<file path="src/rtl/exc_entry_pkg.sv">
package exc_entry_pkg;

  typedef enum logic [4:0] {
    MODE_USR = 5'b10000,
    MODE_FIQ = 5'b10001,
    MODE_IRQ = 5'b10010,
    MODE_SVC = 5'b10011,
    MODE_ABT = 5'b10111,
    MODE_UND = 5'b11011,
    MODE_SYS = 5'b11111
  } modeT;

  // event sources, index order is priority order (0 highest)
  localparam int NUM_SRC = 5;
  localparam int SRC_ABT = 0;
  localparam int SRC_FIQ = 1;
  localparam int SRC_IRQ = 2;
  localparam int SRC_UND = 3;
  localparam int SRC_SWI = 4;

  localparam int VEC_W = 5;

  typedef struct packed {
    logic             enter;
    logic             boot;
    modeT             target;
    logic [VEC_W-1:0] vecOff;
  } entryStrbT;

  function automatic logic modeLegal(input logic [4:0] m);
    case (m)
      MODE_USR, MODE_FIQ, MODE_IRQ, MODE_SVC,
      MODE_ABT, MODE_UND, MODE_SYS: modeLegal = 1'b1;
      default:                      modeLegal = 1'b0;
    endcase
  endfunction

  function automatic modeT srcMode(input int s);
    case (s)
      SRC_ABT: srcMode = MODE_ABT;
      SRC_FIQ: srcMode = MODE_FIQ;
      SRC_IRQ: srcMode = MODE_IRQ;
      SRC_UND: srcMode = MODE_UND;
      default: srcMode = MODE_SVC;
    endcase
  endfunction

  function automatic logic [VEC_W-1:0] srcVec(input int s);
    case (s)
      SRC_ABT: srcVec = 5'h10;
      SRC_FIQ: srcVec = 5'h1C;
      SRC_IRQ: srcVec = 5'h18;
      SRC_UND: srcVec = 5'h04;
      default: srcVec = 5'h08;
    endcase
  endfunction

endpackage

</file>
<file path="src/rtl/exc_prio_sel.sv">
module exc_prio_sel #(
  parameter int NUM = 5
) (
  input  logic [NUM-1:0] rawReq,
  input  logic [NUM-1:0] blockMask,
  input  logic           inhibit,
  output logic [NUM-1:0] grant
);

  logic [NUM-1:0] liveReq;
  logic [NUM:0]   taken;

  assign liveReq = rawReq & ~blockMask & {NUM{~inhibit}};
  assign taken[0] = 1'b0;

  for (genvar i = 0; i < NUM; i++) begin : g_chain
    assign grant[i]   = liveReq[i] & ~taken[i];
    assign taken[i+1] = taken[i] | liveReq[i];
  end

endmodule

</file>
<file path="src/rtl/exc_mode_ctrl.sv">
module exc_mode_ctrl
  import exc_entry_pkg::*;
(
  input  logic      clk,
  input  logic      rstN,
  input  logic      abortStb,
  input  logic      fiqReq,
  input  logic      irqReq,
  input  logic      undefStb,
  input  logic      swiStb,
  input  logic      statusWrEn,
  input  logic [4:0] wrMode,
  input  logic      wrI,
  input  logic      wrF,
  output modeT      curMode,
  output logic      iMask,
  output logic      fMask,
  output entryStrbT strb
);

  logic                bootPend;
  logic [NUM_SRC-1:0]  rawReq;
  logic [NUM_SRC-1:0]  blockMask;
  logic [NUM_SRC-1:0]  grant;
  logic                wrAllowed;

  always_comb begin
    rawReq            = '0;
    rawReq[SRC_ABT]   = abortStb;
    rawReq[SRC_FIQ]   = fiqReq;
    rawReq[SRC_IRQ]   = irqReq;
    rawReq[SRC_UND]   = undefStb;
    rawReq[SRC_SWI]   = swiStb;
    blockMask          = '0;
    blockMask[SRC_FIQ] = fMask;
    blockMask[SRC_IRQ] = iMask;
  end

  exc_prio_sel #(.NUM(NUM_SRC)) u_prio (
    .rawReq   (rawReq),
    .blockMask(blockMask),
    .inhibit  (bootPend),
    .grant    (grant)
  );

  always_comb begin
    strb.enter  = |grant;
    strb.boot   = bootPend;
    strb.target = MODE_SVC;
    strb.vecOff = '0;
    for (int s = 0; s < NUM_SRC; s++) begin
      if (grant[s]) begin
        strb.target = srcMode(s);
        strb.vecOff = srcVec(s);
      end
    end
  end

  assign wrAllowed = statusWrEn && !bootPend && !strb.enter &&
                     (curMode != MODE_USR) && modeLegal(wrMode);

  always_ff @(posedge clk or negedge rstN) begin
    if (!rstN) begin
      curMode  <= MODE_SVC;
      iMask    <= 1'b1;
      fMask    <= 1'b1;
      bootPend <= 1'b1;
    end else begin
      bootPend <= 1'b0;
      if (strb.enter) begin
        curMode <= strb.target;
        iMask   <= 1'b1;
        if (strb.target == MODE_FIQ) fMask <= 1'b1;
      end else if (wrAllowed) begin
        curMode <= modeT'(wrMode);
        iMask   <= wrI;
        fMask   <= wrF;
      end
    end
  end

  AST_ENTRY_SETS_I: assert property (@(posedge clk) disable iff (!rstN)
    strb.enter |=> iMask);
  AST_FIQ_SETS_F: assert property (@(posedge clk) disable iff (!rstN)
    (strb.enter && strb.target == MODE_FIQ) |=> fMask);
  AST_USER_LOCKED: assert property (@(posedge clk) disable iff (!rstN)
    (curMode == MODE_USR && !strb.enter) |=>
      (curMode == MODE_USR && $stable(iMask) && $stable(fMask)));
  AST_FIQ_MASK_HONOURED: assert property (@(posedge clk) disable iff (!rstN)
    (fMask && !abortStb) |-> !(strb.enter && strb.target == MODE_FIQ));
  AST_ABORT_WINS: assert property (@(posedge clk) disable iff (!rstN)
    (abortStb && !bootPend) |-> (strb.enter && strb.target == MODE_ABT));
  AST_MODE_LEGAL: assert property (@(posedge clk) disable iff (!rstN)
    modeLegal(curMode));

endmodule

</file>
<file path="src/rtl/exc_entry_dp.sv">
module exc_entry_dp
  import exc_entry_pkg::*;
#(
  parameter int                DATA_W   = 32,
  parameter logic [DATA_W-1:0] VEC_BASE = '0,
  parameter int                RET_OFF  = 4
) (
  input  logic              clk,
  input  logic              rstN,
  input  entryStrbT         strb,
  input  logic [DATA_W-1:0] pcIn,
  input  logic [DATA_W-1:0] curStatus,
  output logic              lrWrEn,
  output logic [4:0]        lrWrMode,
  output logic [DATA_W-1:0] lrWrData,
  output logic              spsrWrEn,
  output logic [4:0]        spsrWrMode,
  output logic [DATA_W-1:0] spsrWrData,
  output logic              vecValid,
  output logic [DATA_W-1:0] vecAddr
);

  localparam logic [DATA_W-1:0] RET_INC = DATA_W'(RET_OFF);

  logic [DATA_W-1:0] vecNext;

  assign vecNext = strb.boot ? VEC_BASE : VEC_BASE + DATA_W'(strb.vecOff);

  always_ff @(posedge clk or negedge rstN) begin
    if (!rstN) begin
      lrWrEn     <= 1'b0;
      lrWrMode   <= '0;
      lrWrData   <= '0;
      spsrWrEn   <= 1'b0;
      spsrWrMode <= '0;
      spsrWrData <= '0;
      vecValid   <= 1'b0;
      vecAddr    <= '0;
    end else begin
      lrWrEn   <= strb.enter;
      spsrWrEn <= strb.enter;
      vecValid <= strb.enter | strb.boot;
      if (strb.enter) begin
        lrWrMode   <= strb.target;
        lrWrData   <= pcIn + RET_INC;
        spsrWrMode <= strb.target;
        spsrWrData <= curStatus;
      end
      if (strb.enter | strb.boot) vecAddr <= vecNext;
    end
  end

  AST_RET_ADDR: assert property (@(posedge clk) disable iff (!rstN)
    strb.enter |=> (lrWrEn && lrWrData == $past(pcIn) + RET_INC));
  AST_SAVE_PAIRED: assert property (@(posedge clk) disable iff (!rstN)
    lrWrEn |-> (spsrWrEn && spsrWrMode == lrWrMode && vecValid));
  AST_WRITE_PULSE: assert property (@(posedge clk) disable iff (!rstN)
    (lrWrEn && !strb.enter) |=> !lrWrEn);

endmodule

</file>
<file path="src/rtl/exc_entry_unit.sv">
module exc_entry_unit
  import exc_entry_pkg::*;
#(
  parameter int                DATA_W   = 32,
  parameter logic [DATA_W-1:0] VEC_BASE = '0,
  parameter int                RET_OFF  = 4
) (
  input  logic              clk,
  input  logic              rstN,
  input  logic              fiqReq,
  input  logic              irqReq,
  input  logic              swiStb,
  input  logic              abortStb,
  input  logic              undefStb,
  input  logic              statusWrEn,
  input  logic [DATA_W-1:0] pcIn,
  input  logic [DATA_W-1:0] statusIn,
  output logic [4:0]        modeOut,
  output logic              privileged,
  output logic [DATA_W-1:0] statusOut,
  output logic              lrWrEn,
  output logic [4:0]        lrWrMode,
  output logic [DATA_W-1:0] lrWrData,
  output logic              spsrWrEn,
  output logic [4:0]        spsrWrMode,
  output logic [DATA_W-1:0] spsrWrData,
  output logic              vecValid,
  output logic [DATA_W-1:0] vecAddr
);

  modeT      curMode;
  logic      iMask;
  logic      fMask;
  entryStrbT strb;

  exc_mode_ctrl u_ctrl (
    .clk       (clk),
    .rstN      (rstN),
    .abortStb  (abortStb),
    .fiqReq    (fiqReq),
    .irqReq    (irqReq),
    .undefStb  (undefStb),
    .swiStb    (swiStb),
    .statusWrEn(statusWrEn),
    .wrMode    (statusIn[4:0]),
    .wrI       (statusIn[7]),
    .wrF       (statusIn[6]),
    .curMode   (curMode),
    .iMask     (iMask),
    .fMask     (fMask),
    .strb      (strb)
  );

  assign statusOut  = {statusIn[DATA_W-1:8], iMask, fMask, statusIn[5], curMode};
  assign modeOut    = curMode;
  assign privileged = (curMode != MODE_USR);

  exc_entry_dp #(
    .DATA_W  (DATA_W),
    .VEC_BASE(VEC_BASE),
    .RET_OFF (RET_OFF)
  ) u_dp (
    .clk       (clk),
    .rstN      (rstN),
    .strb      (strb),
    .pcIn      (pcIn),
    .curStatus (statusOut),
    .lrWrEn    (lrWrEn),
    .lrWrMode  (lrWrMode),
    .lrWrData  (lrWrData),
    .spsrWrEn  (spsrWrEn),
    .spsrWrMode(spsrWrMode),
    .spsrWrData(spsrWrData),
    .vecValid  (vecValid),
    .vecAddr   (vecAddr)
  );

endmodule

</file>
<file path="config.mk">
export PLATFORM = sky130hd
export DESIGN_NAME = exc_entry_unit
export DESIGN_NICKNAME = d
export VERILOG_FILES = /design/src/rtl/exc_entry_pkg.sv /design/src/rtl/exc_prio_sel.sv /design/src/rtl/exc_mode_ctrl.sv /design/src/rtl/exc_entry_dp.sv /design/src/rtl/exc_entry_unit.sv
export SDC_FILE = /design/constraint.sdc
export NUM_CORES = 1
export LEC_CHECK = 0
export BUFFER_PORTS_ARGS = -buffer_cell sky130_fd_sc_hd__buf_2
export CAP_MARGIN = 20
export CORE_MARGIN = 3
export CORE_UTILIZATION = 46
export CTS_CLUSTER_SIZE = 40
export DETAILED_ROUTE_END_ITERATION = 6
export PLACE_DENSITY = 0.88
export SKIP_CTS_REPAIR_TIMING = 1
export SYNTH_ARGS = -nofsm -noshare
export SYNTH_HDL_FRONTEND = slang
export SYNTH_SLANG_ARGS = --single-unit
</file>
<file path="constraint.sdc">
create_clock -name clk -period 1.8 [get_ports clk]
set_input_delay 0.18 -clock clk [delete_from_list [all_inputs] [get_ports clk]]
set_output_delay 0.18 -clock clk [all_outputs]
set_load 0.005 [all_outputs]
</file>
==> Yosys cells after proc, flatten, opt, wreduce, memory -nomap -nowiden <==
Cells that the tools add are included.
{ "op_classes": {"addsub": 1, "n_eq_ne": 10, "muxes": 14, "bitwise_logic": 16, "reduce_logical": 10} }
{ "ops": {"columns": ["operator", "count"], "rows": [
  ["5-bit == test (second input constant)", 8],
  ["32-bit by 3-bit adder with 32-bit output (second input constant)", 1],
  ["8-bit two-way mux", 3],
  ["9-bit two-way mux", 2],
  ["5-bit two-way mux", 3],
  ["5-bit bitwise AND", 2],
  ["7-bit OR reduction", 1],
  ["1-bit two-way mux", 6],
  ["5-bit inequality test (second input constant)", 1],
  ["1-bit inverter", 5],
  ["3-bit inverter with 5-bit output", 1],
  ["5-bit OR reduction", 1],
  ["1-bit bitwise AND", 4],
  ["1-bit logical AND", 4],
  ["1-bit bitwise OR", 4],
  ["1-bit zero test", 2],
  ["2-bit inequality test (second input constant)", 1],
  ["2-bit AND reduction", 1],
  ["2-bit nonzero test", 1]
]} }
{ "word_totals": {"reg_bits": 111, "word_cells": 61} }

==> Depth between registers and ports, before layout <==
Gate-level depths: netlist of run 1.
{ "logic_depth": {"word_depth": 15, "ltp_mapped": 7, "depth_no_buf": 5} }

==> Hierarchy <==
A second synthesis of run 1 with hierarchy kept.
{ "hier_totals": {"hier_cells": 422, "area_unflattened_um2": 4454.3} }
{ "modules_own_cells": {"columns": ["module", "n_inst", "cells_per_inst", "area_per_inst_um2", "seq_area_each_um2"], "rows": [
  ["exc_entry_dp", 1, 325, 3637.2, 1901.8],
  ["exc_mode_ctrl", 1, 52, 484.2, 207.7],
  ["exc_entry_unit", 1, 34, 254.0, 0.0],
  ["exc_prio_sel", 1, 11, 78.8, 0.0]
]} }

==> Worst setup path before layout of run 1 <==
OpenSTA, ideal clock, no wires.
{ "synth_path": {"path_kind": "flip-flop to flip-flop", "start": "register u_ctrl.fMask", "end": "register u_dp.spsrWrData[3]", "setup_time_ps": 134, "arrival_time_ps": 1495, "required_time_ps": 1666, "path_slack_ps": 171, "stages_incl_launch_ff": 6, "period_less_slack_ps": 1629, "path_cell_list": "dfstp_2 nand2b_1 a31o_2 clkbuf_1 clkbuf_1 o21ai_0"} }
{ "synth_between": {"elab_chain_len": 9, "word_cells_on_any_way": 14, "cone_classes": "bitwise (13); reduce/logical (1)"} }
{ "synth_lines": {"columns": ["element", "line_no", "text"], "rows": [
  ["start, declared", "exc_mode_ctrl.sv:17", "output logic fMask,"],
  ["start signal, assigned", "exc_mode_ctrl.sv:77", "fMask <= wrF;"],
  ["3-bit inverter with 5-bit output (*)", "exc_prio_sel.sv:13", "assign liveReq = rawReq & ~blockMask & {NUM{~inhibit}};"],
  ["5-bit bitwise AND (*) (2 in a row)", "exc_prio_sel.sv:13", null],
  ["1-bit bitwise OR (3 in a row)", "exc_prio_sel.sv:18", "assign taken[i+1] = taken[i] | liveReq[i];"],
  ["1-bit inverter", "exc_prio_sel.sv:17", "assign grant[i] = liveReq[i] & ~taken[i];"],
  ["1-bit bitwise AND", "exc_prio_sel.sv:17", null],
  ["5-bit OR reduction (*)", "exc_mode_ctrl.sv:47", "strb.enter = |grant;"],
  ["end signal, assigned", "exc_entry_dp.sv:47", "spsrWrData <= curStatus;"],
  ["end, declared", "exc_entry_dp.sv:18", "output logic [DATA_W-1:0] spsrWrData,"]
]} }
Every way passes the cells marked *; elsewhere a longest branch is shown, timed or not.
A chain may end at the register's enable or synchronous reset.

==> Worst setup path after layout of run 1 <==
{ "layout_path": {"start": "register u_ctrl.iMask", "end": "register u_ctrl.fMask"} }
{ "layout_between": {"elab_chain_len": 14, "word_cells_on_any_way": 23, "cone_classes": "eq/ne (2); mux (4); bitwise (10); reduce/logical (7)"} }
{ "layout_lines": {"columns": ["element", "line_no", "text"], "rows": [
  ["start, declared", "exc_mode_ctrl.sv:16", "output logic iMask,"],
  ["start signal, assigned", "exc_mode_ctrl.sv:76", "iMask <= wrI;"],
  ["3-bit inverter with 5-bit output (*)", "exc_prio_sel.sv:13", null],
  ["5-bit bitwise AND (*) (2 in a row)", "exc_prio_sel.sv:13", null],
  ["1-bit bitwise OR (2 in a row)", "exc_prio_sel.sv:18", null],
  ["1-bit inverter", "exc_prio_sel.sv:17", null],
  ["1-bit bitwise AND", "exc_prio_sel.sv:17", null],
  ["5-bit OR reduction", "exc_mode_ctrl.sv:47", null],
  ["1-bit zero test", "exc_mode_ctrl.sv:59", "assign wrAllowed = statusWrEn && !bootPend && !strb.enter &&"],
  ["1-bit logical AND (2 in a row)", "exc_mode_ctrl.sv:59", null],
  ["1-bit logical AND", "exc_mode_ctrl.sv:60", "(curMode != MODE_USR) && modeLegal(wrMode);"],
  ["2-bit nonzero test (no line)", null, null],
  ["2-bit AND reduction (no line)", null, null]
]} }
Marked as above.

==> results_dict.tcl, run 1 <==
set metrics [dict create \
    status "complete, no violations" \
    grt_overflow_total 0 \
    nFillCells 796 \
    syn_avg_cell_area_um2 8.941 \
    nNetsFinal 704 \
    grt_setup_unrepaired "true" \
    final_util_pct 58.92 \
    portBuffers 189 \
    cp.arrival_ps 1960 \
    route.met3.wl_um 821 \
    gp_congestion 0.9344 \
    cts_tree "yes" \
    die-area_mm2 0.01040 \
    core_area_mm2 0.008848 \
    synth_top_area_share_pct 44.88 \
    drc 0 \
    vias 3810 \
    grt_antenna_before_repair 0 \
    antenna_cells 0 \
    layout.area.seq_mm2 0.002059 \
    first_iter_violations 183 \
    synth_cells 474 \
    leakage_nw 2.671 \
    startpoint_type "flop" \
    stdcell_area_mm2 0.005214 \
    routed_wl_um 10930 \
    clk_pin_slew_ps 80 \
    clock-sinks 82 \
    placedInstanceArea_mm2 0.004956 \
    grt_pass1_vias 3489 \
    drt_first_pass_iters 4 \
    boundaryPins 219 \
    maxUsedRoutingLayer "met4" \
    skew_ps 17.89 \
    ys_ff_latch 82 \
    ant_nets 0 \
    hold_viol_final 0 \
    critical_path_class "flop to flop" \
    die_w_um 102.0 \
    row_count 34 \
    cp.required_ps 2060 \
    dieHeight_um 102.0 \
    avgRoutedWirePerCell_um 14.71 \
    synth_area_leaders "dfrtp_1 45%, buf_4 12%, nand2_1 12%, dfstp_2 3.7%, a31oi_1 2.5%" \
    route.met2.wl_um 5625 \
    cts_made_buffers 9 \
    totalPowerFinal_mw 4.552 \
    setup_viol 0 \
    htreeDepth 3 \
    drive_gt1_share_pct 35.59 \
    clockBufferDepth 2 \
    max_cap_viol_count 0 \
    via_per_inst 5.128 \
    instances_no_fill 743 \
    yosysSeqAreaShare_pct 48.60 \
    min_period_ps 1696 \
    p_per_area_mw_per_mm2 873.0 \
    hold_path_class "input pin to flop" \
    m1WireLength_um 4295 \
    cp-end-kind "flop" \
    synth_largest_area_cell "dfrtp_1" \
    cp_max_fo 23 \
    root_buffer "clkbuf_8" \
    irDropWorstVdd_mv 0.4419 \
    placed_cells 727 \
    insertion_delay_ps 350 \
    grt_pass1_wl_um 16860 \
    fmax_mhz 589.6 \
    syn_area_mm2 0.004238 \
    layout_worst_path_cycle_share_pct 94.23 \
    start_util_pct 47.89 \
    grtUsageTotal_pct 20.46 \
    grt_max_degree 47 \
    place.detailed.hpwl_um 8571 \
    ys_types 40 \
    area_delta_synth_final_pct 23.03 \
    ys_warn_count 0 \
    report.final.slew_viol_count 0 \
    multi_input_area_mm2 0.001692 \
]
==> critical path, cell delays in order, from the launching register on <==
cell and delay, ps:
dfstp_2 390, nand2b_1 190, a31o_4 300, inv_2 220
buf_4 310, nor2_1 70, mux2i_1 130
==> layout make-up <==
class                      instances  share of cell area, %
sequential                        82                  39.50
multi-input combinational        328                  32.45
timing repair buffer             203                  20.64
clock buffer                      12                  2.592
tap                              108                  2.592
clock inverter                     3                  1.728
inverter                           7                 0.5040
==> kinds of logic (layout without fill, tap and decap cells) <==
family,count (synthesis),after routing,synth area share [%]
simple gates,225,225,24.92
buf+inv,93,225,14.41
flops,82,82,48.60
compound gates,60,60,9.182
xor+xnor,11,11,2.274
fa+ha+maj,1,1,0.2952
other cells,1,30,0.08849
mux,1,1,0.2362
==> power by group <==
part | internal, mW | switching, mW | leakage, nW
registers | 2.05 | 0.118 | 0.964
logic | 0.370 | 0.468 | 1.60
clock network | 0.917 | 0.629 | 0.111
total | 3.34 | 1.21 | 2.67
==> flip-flops by register name (all words and copies together) (netlist names) <==
| signal | cells |
|---|---|
| u_ctrl.bootPend | 1 |
| u_ctrl.curMode | 5 |
| u_ctrl.fMask | 1 |
| u_ctrl.iMask | 1 |
| u_dp.lrWrData | 32 |
| u_dp.lrWrEn | 1 |
| u_dp.lrWrMode | 5 |
| u_dp.spsrWrData | 32 |
| u_dp.vecAddr | 3 |
| u_dp.vecValid | 1 |
==> path summary, 6_finish.rpt <==
kind,endpoint,slack [ps],cells past startpoint,from
min in group asynchronous,u_dp.spsrWrData[24]$_DFFE_PN0P_,330,2,rstN
max in group asynchronous,u_ctrl.fMask$_DFFE_PN1P_,770,3,rstN
worst min-delay path,u_dp.lrWrData[1]$_DFFE_PN0P_,10,3,pcIn[1]
worst min register to register,u_dp.spsrWrData[11]$_DFFE_PN0P_,470,2,u_dp.spsrWrData[11]$_DFFE_PN0P_
worst max register to register,u_ctrl.fMask$_DFFE_PN1P_,100,6,u_ctrl.iMask$_DFFE_PN1P_
worst max-delay path,u_ctrl.fMask$_DFFE_PN1P_,100,6,u_ctrl.iMask$_DFFE_PN1P_
==> through the flow <==
stage | setup slack [ps] | hold slack (ps) | setup TNS (ps)
finish | 103.9 | 14.75 | 0
global route | -26.11 | 8.170 | -26.11
global placement | 70.60 | 164.7 | 0
floorplan | 171.4 | -115.6 | 0
detailed placement | 13.03 | 176.4 | 0
CTS | 15.69 | -212.7 | 0
==> synthesized netlist by cell type <==
library cell and number:
nand4_1 8, nand2_1 133, mux2i_1 1, o2bb2ai_1 1, a21oi_1 2, buf_1 2, nor3_1 4, conb_1 1
o31a_1 1, nand2b_1 6, a21o_1 2, buf_2 2, nor2b_1 2, nor4_1 2, and4_1 5, a31oi_1 17
nand3_1 14, a221o_1 2, and3_1 4, or3_1 3, xor2_1 8, a221oi_1 1, dfstp_2 6, inv_1 6
xnor2_1 3, o21ai_0 18, dfrtp_1 76, clkinv_1 1, and2_1 3, nor2_1 24, buf_6 1, nand4_4 2
or4_1 14, buf_4 67, a31o_2 1, o31ai_1 11, o211ai_1 4, and4_2 1, ha_1 1, clkbuf_1 14
==> metal layers <==
| layer | GRT usage, % | vias up |
|---|---|---|
| met1 | 25.27 | 1776 |
| met3 | 4.573 | 19 |
| met4 | 6.256 | 0 |
| met5 | 0 | - |
| met2 | 35.73 | 191 |
| li1 | - | 1824 |
==> placed cells by master (no fill, tap or decap), types with 3 or more instances in the layout <==
| cell type | instances |
|---|---|
| o31ai_1 | 11 |
| xor2_1 | 8 |
| dfstp_2 | 6 |
| nor2_1 | 24 |
| and4_1 | 5 |
| a31oi_1 | 16 |
| clkbuf_1 | 3 |
| xnor2_1 | 3 |
| or4_1 | 14 |
| nand2_1 | 133 |
| nand2b_1 | 6 |
| conb_1 | 30 |
| or3_1 | 3 |
| clkbuf_8 | 9 |
| nand3_1 | 14 |
| and3_1 | 4 |
| nor3_1 | 4 |
| dfrtp_1 | 76 |
| o211ai_1 | 4 |
| and2_1 | 3 |
| nand4_1 | 8 |
| inv_1 | 6 |
| buf_2 | 188 |
| o21ai_0 | 18 |
| bufinv_16 | 3 |
| buf_4 | 11 |
Power figures use the tool's default switching activity.
==> run 2, diff against run 1 <==
CORE_UTILIZATION = 47   (was 46)
PLACE_DENSITY = 0.89   (was 0.88)
SYNTH_HIERARCHICAL = 1   (was unset)
==> run 2 against run 1 <==
Against the previous run: the flow now finishes with violations (negative setup slack); cell count decreased by 1.9%; clock skew decreased by 3.8 ps; sequential share of layout area decreased by 2.3 points; area after synthesis increased by 5.1%; core utilization increased by 4.3 points; combinational power increased by 150%; hold slack improved by 18 ps; non-clock buffer count increased by 16; critical path type unchanged.
==> results_dict.tcl, run 2 <==
set metrics [dict create \
    hold_path_class "input pin to flop" \
    setup_viol 83 \
    synth_area_leaders "dfrtp_1 44%, buf_4 12%, mux2_2 10%, dfstp_2 3.5%, nor2_1 3.5%" \
    gp_congestion 0.9263 \
    root_buffer "clkbuf_8" \
    cp.required_ps 2060 \
    final_cell_mix "190 x buf_2, 78 x dfrtp_1, 41 x mux2_2, 34 x conb_1, 30 x nor2_1" \
    drive_gt1_share_pct 52.24 \
    violations "negative setup slack" \
    grt_overflow_total 0 \
    insertion_delay_ps 340 \
    synth_top_area_share_pct 43.82 \
    cts_tree "yes" \
    synth_flop_cell "dfrtp_1" \
    reg.largest.list "u_dp/lrWrData x32, u_dp/spsrWrData x32" \
    place_ws_ps -509.3 \
    synth_largest_area_cell "dfrtp_1" \
    dieHeight_um 103.4 \
    final_common_cell "buf_2" \
    synth_most_common_cell "dfrtp_1" \
    ys_warn_count 6 \
    fin_ws_ps -407.1 \
    vias 3733 \
    ys_types 49 \
    syn_area_mm2 0.004454 \
    skew_ps 14.14 \
    portBuffers 191 \
    synth_common_cells "78 x dfrtp_1, 70 x buf_4, 41 x mux2_2, 41 x nor2_1" \
    via_per_inst 5.121 \
    async_reset_ff_share_pct 100.0 \
    place.detailed.hpwl_um 8804 \
    cts_made_buffers 9 \
    area_delta_synth_final_pct 27.44 \
    grt_max_degree 63 \
    row_count 34 \
    htreeDepth 3 \
    p_per_area_mw_per_mm2 1120 \
    grtUsageTotal_pct 20.29 \
    grt_pass1_wl_um 16960 \
    leakage_nw 2.632 \
    nFillCells 706 \
    drc 0 \
    drt_first_pass_iters 4 \
    grt_pass1_vias 3532 \
    syn_avg_cell_area_um2 10.56 \
    die_w_um 103.4 \
    startpoint_type "flop" \
    min_period_ps 2207 \
    max_cap_viol_count 0 \
    first_iter_violations 136 \
    grt_antenna_before_repair 0 \
    placed_cells 710 \
    status "finished with violations" \
    cp_max_fo 4 \
    synth_edf_count 0 \
    fmax_mhz 453.1 \
    nNetsFinal 671 \
    antenna_cells 0 \
    hold_viol_final 0 \
    grt_setup_unrepaired "true" \
    yosysSeqAreaShare_pct 47.36 \
    avgRoutedWirePerCell_um 15.37 \
    clock-sinks 84 \
    clk_pin_slew_ps 90 \
    cp-end-kind "flop" \
    ys_ff_latch 84 \
    synth_cells 422 \
    cp.arrival_ps 2470 \
    layout_worst_path_cycle_share_pct 122.6 \
    core_area_mm2 0.008976 \
    start_util_pct 49.62 \
    die-area_mm2 0.01068 \
    boundaryPins 219 \
    irDropWorstVdd_mv 0.5640 \
    instances_no_fill 729 \
    report.final.slew_viol_count 0 \
    routed_wl_um 11200 \
    clockBufferDepth 2 \
    ant_nets 0 \
    critical_path_class "flop to flop" \
]
## run 2: area by class of cell
type	instances	area, um^2	area share [%]
clock inverters	5	85.08	1.499
flip-flops and latches	84	2110	37.16
inverters	9	36.28	0.6392
multi-input cells	275	1949	34.34
clock buffers	11	131.4	2.314
repair buffers	219	1207	21.27
well taps	126	157.7	2.777
## run 2: kinds of logic after synthesis
kind of cell    Yosys count  share of synthesized area (%)
compound gates           54                          7.584
fa+ha+maj                 1                         0.2809
flops                    84                          47.36
mux                      48                          11.94
buf+inv                  94                          14.10
other cells               3                         0.2528
simple gates            125                          15.93
xor+xnor                 13                          2.556
## run 2: critical path, stage by stage (launching register included)
cell	delay (ps)
dfstp_2	540
nand2b_4	170
nor2b_4	50
or4_4	550
nor2_4	130
inv_4	70
or4_4	500
o31a_1	120
## run 2: metal layers
layer	global-route usage [%]	part of all wire, %	vias up
met2	37.25	53	192
met3	5.164	7.8	11
li1	-	-	1736
met1	23.53	39	1794
met5	0	0	-
met4	4.980	0.85	0
## run 2: final timing paths
check / slack (ps) / to / cells after the start / start
max: -410 / u_ctrl/fMask$_DFFE_PN1P_ / 7 / u_ctrl/bootPend$_DFF_PN1_
min: 30 / u_ctrl/iMask$_DFFE_PN1P_ / 3 / statusIn[7]
max reg2reg: -410 / u_ctrl/fMask$_DFFE_PN1P_ / 7 / u_ctrl/bootPend$_DFF_PN1_
min reg2reg: 510 / u_dp/spsrWrData[8]$_DFFE_PN0P_ / 1 / u_dp/spsrWrData[8]$_DFFE_PN0P_
max in group asynchronous: 930 / u_dp/spsrWrData[27]$_DFFE_PN0P_ / 3 / rstN
min in group asynchronous: 220 / u_dp/spsrWrData[5]$_DFFE_PN0P_ / 2 / rstN
## run 2: metrics by stage
stage	utilization, %	hold slack [ps]	power [mW]	setup TNS [ps]	area (um^2)
after floorplan	-	-115.6	3.992	-25230	4702
after global placement	59.92	32.20	4.774	-27050	5379
after detailed placement	59.92	34.11	4.899	-33180	5379
after CTS	62.34	-352.8	6.376	-34670	5595
after global routing	63.24	5.198	6.788	-30100	5677
final	63.24	33.23	6.360	-24880	5677
## run 2: report_power, final
| part | internal [mW] | switching [mW] | leakage [nW] |
|---|---|---|---|
| Clock | 0.791 | 0.666 | 0.104 |
| Combinational | 1.09 | 0.972 | 1.57 |
| Sequential | 2.48 | 0.358 | 0.956 |
